==> src/rtl/adc_fmt_pkg.sv <==
package adc_fmt_pkg;
  localparam int unsigned RES_W = 12;
  localparam int unsigned OUT_W = 16;

  typedef enum logic {
    GRP_REGULAR  = 1'b0,
    GRP_INJECTED = 1'b1
  } grp_e;

  typedef enum logic {
    ALIGN_RIGHT = 1'b0,
    ALIGN_LEFT  = 1'b1
  } align_e;
endpackage

==> src/rtl/adc_fmt_offset.sv <==
module adc_fmt_offset
  import adc_fmt_pkg::*;
#(
  parameter int unsigned RES_W = adc_fmt_pkg::RES_W
) (
  input  grp_e             grp_i,
  input  logic [RES_W-1:0] raw_i,
  input  logic [RES_W-1:0] offset_i,
  output logic             sign_o,
  output logic [RES_W-1:0] mag_o
);
  logic [RES_W-1:0] off_eff;
  logic [RES_W:0]   diff;

  // regular group sees a zero offset, so its sign is always clear
  assign off_eff = (grp_i == GRP_INJECTED) ? offset_i : '0;
  assign diff    = {1'b0, raw_i} - {1'b0, off_eff};
  assign sign_o  = diff[RES_W];
  assign mag_o   = diff[RES_W-1:0];
endmodule

==> src/rtl/adc_fmt_align.sv <==
module adc_fmt_align
  import adc_fmt_pkg::*;
#(
  parameter int unsigned RES_W = adc_fmt_pkg::RES_W,
  parameter int unsigned OUT_W = adc_fmt_pkg::OUT_W
) (
  input  grp_e             grp_i,
  input  align_e           align_i,
  input  logic             sign_i,
  input  logic [RES_W-1:0] mag_i,
  output logic [OUT_W-1:0] word_o
);
  // OUT_W must be at least RES_W + 2
  localparam int unsigned PAD_W  = OUT_W - RES_W;
  localparam int unsigned INJ_SH = PAD_W - 1;
  localparam int unsigned REG_SH = PAD_W;

  logic [OUT_W-1:0] inj_right, inj_left, reg_right, reg_left;

  assign inj_right = {{PAD_W{sign_i}}, mag_i};
  assign inj_left  = {sign_i, mag_i, {INJ_SH{1'b0}}};
  assign reg_right = {{PAD_W{1'b0}}, mag_i};
  assign reg_left  = {mag_i, {REG_SH{1'b0}}};

  always_comb begin
    unique case ({grp_i, align_i})
      {GRP_INJECTED, ALIGN_LEFT}:  word_o = inj_left;
      {GRP_INJECTED, ALIGN_RIGHT}: word_o = inj_right;
      {GRP_REGULAR,  ALIGN_LEFT}:  word_o = reg_left;
      default:                     word_o = reg_right;
    endcase
  end
endmodule

==> src/rtl/adc_result_formatter.sv <==
module adc_result_formatter
  import adc_fmt_pkg::*;
#(
  parameter int unsigned RES_W = adc_fmt_pkg::RES_W,
  parameter int unsigned OUT_W = adc_fmt_pkg::OUT_W
) (
  input  logic             clk_i,
  input  logic             rst_ni,
  input  logic             valid_i,
  input  logic             grp_inj_i,
  input  logic             align_left_i,
  input  logic [RES_W-1:0] raw_i,
  input  logic [RES_W-1:0] offset_i,
  output logic             valid_o,
  output logic [OUT_W-1:0] data_o
);
  grp_e             grp;
  align_e           align;
  logic             sign;
  logic [RES_W-1:0] mag;
  logic [OUT_W-1:0] word_d;
  logic [OUT_W-1:0] data_q;
  logic             valid_q;

  assign grp   = grp_e'(grp_inj_i);
  assign align = align_e'(align_left_i);

  adc_fmt_offset #(.RES_W(RES_W)) u_offset (
    .grp_i    (grp),
    .raw_i    (raw_i),
    .offset_i (offset_i),
    .sign_o   (sign),
    .mag_o    (mag)
  );

  adc_fmt_align #(.RES_W(RES_W), .OUT_W(OUT_W)) u_align (
    .grp_i   (grp),
    .align_i (align),
    .sign_i  (sign),
    .mag_i   (mag),
    .word_o  (word_d)
  );

  always_ff @(posedge clk_i or negedge rst_ni) begin
    if (!rst_ni) begin
      data_q  <= '0;
      valid_q <= 1'b0;
    end else begin
      valid_q <= valid_i;
      if (valid_i) data_q <= word_d;
    end
  end

  assign data_o  = data_q;
  assign valid_o = valid_q;
endmodule

==> config.mk <==
export PLATFORM = sky130hd
export DESIGN_NAME = adc_result_formatter
export DESIGN_NICKNAME = d
export VERILOG_FILES = /design/src/rtl/adc_fmt_pkg.sv /design/src/rtl/adc_fmt_offset.sv /design/src/rtl/adc_fmt_align.sv /design/src/rtl/adc_result_formatter.sv
export SDC_FILE = /design/constraint.sdc
export NUM_CORES = 1
export LEC_CHECK = 0
export BUFFER_PORTS_ARGS = -buffer_cell sky130_fd_sc_hd__buf_4
export CAP_MARGIN = 20
export CORE_UTILIZATION = 46
export DETAILED_ROUTE_END_ITERATION = 7
export PLACE_DENSITY_LB_ADDON = 0.2
export SLEW_MARGIN = 10
export SYNTH_ARGS = -nofsm -noshare
export SYNTH_HDL_FRONTEND = slang
export SYNTH_SLANG_ARGS = --single-unit
==> constraint.sdc <==
create_clock -name clk_i -period 1.8 [get_ports clk_i]
set_clock_uncertainty 0.1 [all_clocks]
set_input_delay 0.36 -clock clk_i [delete_from_list [all_inputs] [get_ports clk_i]]
set_output_delay 0.36 -clock clk_i [all_outputs]
set_load 0.05 [all_outputs]
==> results.yml, run 1 <==
synth:
  synth_area_mm2: 0.00161
  synth.area.top_cells: "dfrtp_1 (26%), ha_1 (9.3%), nand2_1 (6.1%), a21oi_1 (5.0%), nor2_1 (4.7%)"
  ys_seq_elements: 17
  synthArstFlopShare: 1.00
  synth-edff-count: 0
  synth.lib_cells_used.distinct: 53
  synth.largest_area_cell: "dfrtp_1"
  ys_dominant_reg_cell: "dfrtp_1"
  synth_sequential_area_ratio: 0.265
  netlist_instances: 190
  mappedNetlistNets: 232
  synthesized_area_divided_by_synthesized_cell_count_um2: 8.46
  netlist.area_leader.share: 0.265
  ys_warn_count: 0
placement:
  detailedPlace.worstSlack_ns: -0.819
  finalWeightedCongestion: 0.896
  post_detail_place_hpwl_um: 3190
  port_buffers: 45
cts:
  cts_sinks: 17
  cts-buffers-inserted: 3
  clock_path_buffers: 2
  cts-htree-levels: 1
  cts_root_buffer: "clkbuf_4"
  cts_tree: "yes"
  path_clk_slew_ns: 0.10
  worstSkewPairLatency_ns: 0.29
floorplanning:
  die_height_um: 61.1
  dieWidth_um: 61.1
  effective_utilization_at_floorplan: 0.481
  core.rowCount: 21
  core_area_mm2: 0.00334
  ios: 46
  floorplan.die_area_mm2: 0.00373
timing:
  hold_ws_ns: 0.226
  timing.setup.tns_ns: -4.28
  rsz_0062_raised_after_global_routing: "yes"
  setup_viol: 12
  timing_hold_violations_final: 0
  final_critical_path_setup_slack_ns: -0.521
  period_minus_slack_ns: 2.32
  timing.max_slew.rel_slack: 0.750
  post-route-period-util: 1.29
  fmaxAchievable_ghz: 0.431
  drv_slew: 0
  tightest_slew_ns: 0.371
global_route:
  first_global_vias: 1535
  grt-ovfl-total: 0
  grtUsageTotal: 0.243
  grt_antenna_before_repair: 0
  first_pass_grt_wire_length_um: 6800
  grt_max_degree: 27
drt:
  drc: 0
  route.detailed.vias_per_inst: 5.51
  drtIter0Drc: 123
  drt_pass1_iterations: 4
  via_count: 1747
  ant_nets: 0
  detail_route.wirelength_um: 4370
  wire_per_inst_um: 13.8
worst_hold_path:
  min_path_type: "in -> reg"
pwr:
  power_density_mw_per_mm2: 700
  max-vdd-ir-drop_v: 0.000309
  leakage_nw: 1.13
run:
  number_of_violations_of_the_max_capacitance_limit: 0
critical_path:
  cp_data_required_time_ns: 1.88
  timing.critical_path.to_type: "flip-flop"
  critical_path_class: "in -> reg"
  timing.critical_path.from_type: "input port"
  cp_data_arrival_time_ns: 2.40
  maximum_fanout_along_the_worst_path: 4
cells_and_area:
  antennaDiodeCount: 0
  regArea_um2: 425
  multi_input_combinational_cell_area_mm2: 0.00127
  final_nets: 314
  nFillCells: 236
  area_growth_pct: 54.6
  drive_gt1_frac: 0.480
status:
  failed_checks: "setup timing"
  result_of_the_run: "complete, but fails checks"
state kept, by name, summed over array words and instances, names as in the netlist:
signal and flops:
data_o 16, valid_o 1
synthesized netlist by cell type (2+ instances only):
cell type	instances
a31o_2	2
dfrtp_1	17
nor2_1	20
nand3_1	3
o31ai_1	2
nor2b_1	3
mux2i_1	2
clkbuf_8	5
and2_1	2
inv_1	5
ha_1	12
o211ai_1	2
nor3_1	3
nand4_1	2
xnor2_1	4
nand2_1	26
o2bb2ai_1	2
xor2_1	5
o21ai_0	6
o21a_1	3
a31oi_1	2
or3_1	4
clkbuf_1	4
a21oi_1	16
o2111ai_1	2
clkinv_1	2
o221ai_1	2
a21o_1	3
a311oi_1	2
and3_1	2
a211oi_1	3
worst max-delay path: stages:
cell,delay [ns]
buf_8,0.08
and2_4,0.14
ha_4,0.13
inv_2,0.04
fa_2,0.35
a211oi_2,0.27
o211ai_2,0.14
buf_6,0.15
a41oi_4,0.24
xnor2_2,0.12
a311oi_2,0.28
o41ai_2,0.11
cells in the final DEF (no fill, tap or decap), drive strengths merged, types with 4 or more instances in the layout:
master  count
a21o        4
xor2        5
clkbuf      4
or3         4
inv         5
nand2      26
dfrtp      17
a21oi      17
o21ai       7
a211oi      4
xnor2       4
ha         12
nor2       20
buf        86
layout make-up:
type / instances / share of cell area
repair buffers: 87 / 0.273
inverters: 7 / 0.0106
well taps: 46 / 0.0232
clock buffers: 4 / 0.0106
multi-input cells: 156 / 0.511
flip-flops and latches: 17 / 0.171
logic make-up (layout without fill, tap and decap cells):
kind of cell               count (synthesis)  after routing  synth area share
adders and majority gates                 13             13             0.106
buffers and inverters                     17             98            0.0755
muxes                                      2              2            0.0125
DFF                                       17             17             0.265
AOI/OAI and AO/OA                         63             63             0.298
xor gates and xnor gates                   9              9            0.0491
and+or+nand+nor                           69             69             0.195
final timing paths:
| check | startpoint | endpoint | slack, ns | cells past startpoint |
|---|---|---|---|---|
| min in group asynchronous | rst_ni | data_o[9] | 0.36 | 2 |
| setup / recovery | grp_inj_i | data_o[14] | -0.52 | 12 |
| hold / removal | valid_i | valid_o | 0.23 | 1 |
| hold reg to reg | data_o[6] | data_o[6] | 0.40 | 1 |
| max in group asynchronous | rst_ni | data_o[5] | 1.05 | 2 |
| setup reg to reg | data_o[14] | data_o[14] | 0.69 | 3 |
where the power goes:
group	internal, mW	total, mW	switching (mW)
Clock	0.0863	0.206	0.120
Combinational	0.453	1.06	0.603
Sequential	0.442	0.477	0.0348
through the flow:
stage          instances  area [µm²]  power, mW  utilization
6_report             317        2480       1.74        0.744
5_1_grt              317        2480       1.85        0.744
4_1_cts              314        2360       1.67        0.708
3_5_place_dp         305        2240       1.42        0.672
3_3_place_gp         305        2240       1.41        0.672
2_1_floorplan        190        1720       1.11            -
timing repair:
| action | in CTS | in global routing |
|---|---|---|
| hold buffers | 1 | 0 |
| gates resized for setup | 12 | 17 |
| setup endpoints to repair | 12 | 13 |
| pin swaps | 18 | 19 |
| setup buffers | 4 | 3 |
| endpoints found under the hold margin | 17 | 0 |
per-layer routing:
layer	vias up	global-route usage	share of wire	routed length, µm
li1	860	-	-	-
met1	823	0.332	0.44	1910
met2	53	0.407	0.50	2210
met3	11	0.00840	0.032	139
met4	0	0.0974	0.028	121
met5	-	0	0	0
(Power assumes the default switching activity.)
==> run 2: changes to the inputs <==
==> constraint.sdc (replaced) <==
create_clock -name clk_i -period 2.8 [get_ports clk_i]
set_clock_uncertainty 0.1 [all_clocks]
set_input_delay 0.56 -clock clk_i [delete_from_list [all_inputs] [get_ports clk_i]]
set_output_delay 0.56 -clock clk_i [all_outputs]
set_load 0.05 [all_outputs]
==> results.yml, run 2 (synthesized netlist as in run 1, its figures left out) <==
status:
  result_of_the_run: "finished clean"
cells_and_area:
  area_growth_pct: 25.6
  postLayoutCoreUtil: 0.605
  antennaDiodeCount: 0
  final_nets: 283
  mostFrequentLayoutCell: "buf_4"
  drive_gt1_frac: 0.296
  largest_register_ff_count: 16
  final_design_area_no_fill_mm2: 0.00202
  layout_common_cells: "buf_4 (56), nand2_1 (26), nor2_1 (20)"
  nFillCells: 314
placement:
  post_detail_place_hpwl_um: 2790
  port_buffers: 45
  finalWeightedCongestion: 0.902
  placement_stage_cell_area_mm2: 0.00199
timing:
  hold_ws_ns: 0.00895
  setup_viol: 0
  timing_hold_violations_final: 0
  timing.setup.tns_ns: 0
  fmaxAchievable_ghz: 0.397
  tightest_slew_ns: 0.420
  timing.max_slew.rel_slack: 0.720
  period_minus_slack_ns: 2.52
  rsz_0062_raised_after_global_routing: "no"
  post-route-period-util: 0.899
  drv_slew: 0
critical_path:
  critical_path_class: "in -> reg"
  cp_data_arrival_time_ns: 2.58
  maximum_fanout_along_the_worst_path: 8
  cp_data_required_time_ns: 2.87
  timing.critical_path.to_type: "flip-flop"
  timing.critical_path.from_type: "input port"
  reg2reg_from: "data_o[14]"
  critical_path.cell_chain: "buf_4 -> buf_4 -> nand2_1 -> ha_1 -> nor2b_1 -> o2111ai_1 -> a21oi_1 -> or3_1 -> a311oi_1 -> nor3_1"
  timing.critical_path.slowest_stage_cell: "a311oi_1"
  cpPeakStageDelay_ns: 0.41
  crit_path_start: "grp_inj_i"
  cpMostUsedCell: "buf_4"
drt:
  detail_route.wirelength_um: 3560
  wire_per_inst_um: 12.4
  drtIter0Drc: 64
  drt_pass1_iterations: 4
  via_count: 1542
  ant_nets: 0
  drc: 0
  route.detailed.vias_per_inst: 5.39
global_route:
  grt-ovfl-total: 0
  grtUsageTotal: 0.215
  grt_use_met1: 0.316
  grt_busiest_layer: "met2"
  first_global_vias: 1329
  grt_antenna_before_repair: 0
  grt_max_degree: 27
  met3_usage: 0.0252
  first_pass_grt_wire_length_um: 6020
  grtUsageMet2: 0.321
cts:
  cts_hold_repair.buffers: 0
  cts_root_buffer: "clkbuf_4"
  cts_sinks: 17
  cts.repair_timing.setup_buffer_count: 0
  cts_tree: "yes"
  clock_path_buffers: 2
  post_cts_resize_count: 0
  cts-htree-levels: 1
  path_clk_slew_ns: 0.10
  cts-buffers-inserted: 3
  worstSkewPairLatency_ns: 0.29
floorplanning:
  dieWidth_um: 61.1
  core_area_mm2: 0.00334
  floorplan.die_area_mm2: 0.00373
  core.rowCount: 21
  die_height_um: 61.1
  ios: 46
  effective_utilization_at_floorplan: 0.481
pwr:
  leakage_nw: 0.927
  max-vdd-ir-drop_v: 0.000157
  power.total_mw: 0.980
  power_density_mw_per_mm2: 485
worst_hold_path:
  min_path_type: "in -> async"
run:
  number_of_violations_of_the_max_capacitance_limit: 0
==> run 2: worst paths after layout <==
path                       slack [ns]  depth (start not counted)          to
min reg2reg                      0.41                          1   data_o[2]
max reg2reg                      1.71                          3  data_o[14]
min in group clk_i               0.41                          1   data_o[2]
max                              0.28                         10  data_o[11]
min                             0.009                          1   data_o[3]
max in group asynchronous        2.40                          1  data_o[10]
==> run 2: power by group <==
part           switching [mW]  total, mW  internal, mW
clock                  0.0780      0.133        0.0554
combinational           0.333      0.540         0.207
sequential             0.0217      0.306         0.284
total                   0.433      0.980         0.546
==> run 2: through the flow <==
stage | worst slack, ns | std cells
CTS | 0.279 | 286
floorplan | -0.0990 | 190
global placement | -0.0220 | 282
finish | 0.283 | 286
detailed placement | -0.0277 | 282
global route | 0.104 | 286
==> run 2: area by class of cell <==
class | instances | area (µm²) | area share
Clock buffer | 4 | 26.3 | 0.0130
Inverter | 7 | 26.3 | 0.0130
Multi-Input combinational cell | 156 | 1060 | 0.526
Sequential cell | 17 | 425 | 0.211
Tap cell | 46 | 57.6 | 0.0285
Timing Repair Buffer | 56 | 420 | 0.208
==> run 2: worst max-delay path, delay by kind of cell <==
| family | cells | cell delay, ns |
|---|---|---|
| buffers and inverters | 2 | 0.27 |
| AND/OR/NAND/NOR | 4 | 0.72 |
| adder cells (fa/ha/maj) | 1 | 0.23 |
| AO/OA/AOI/OAI | 3 | 0.78 |
==> run 2: routing by layer <==
layer,vias up,share of wire
met1,696,0.50
met4,0,0.013
li1,796,-
met3,4,0.035
met2,46,0.45
met5,-,0
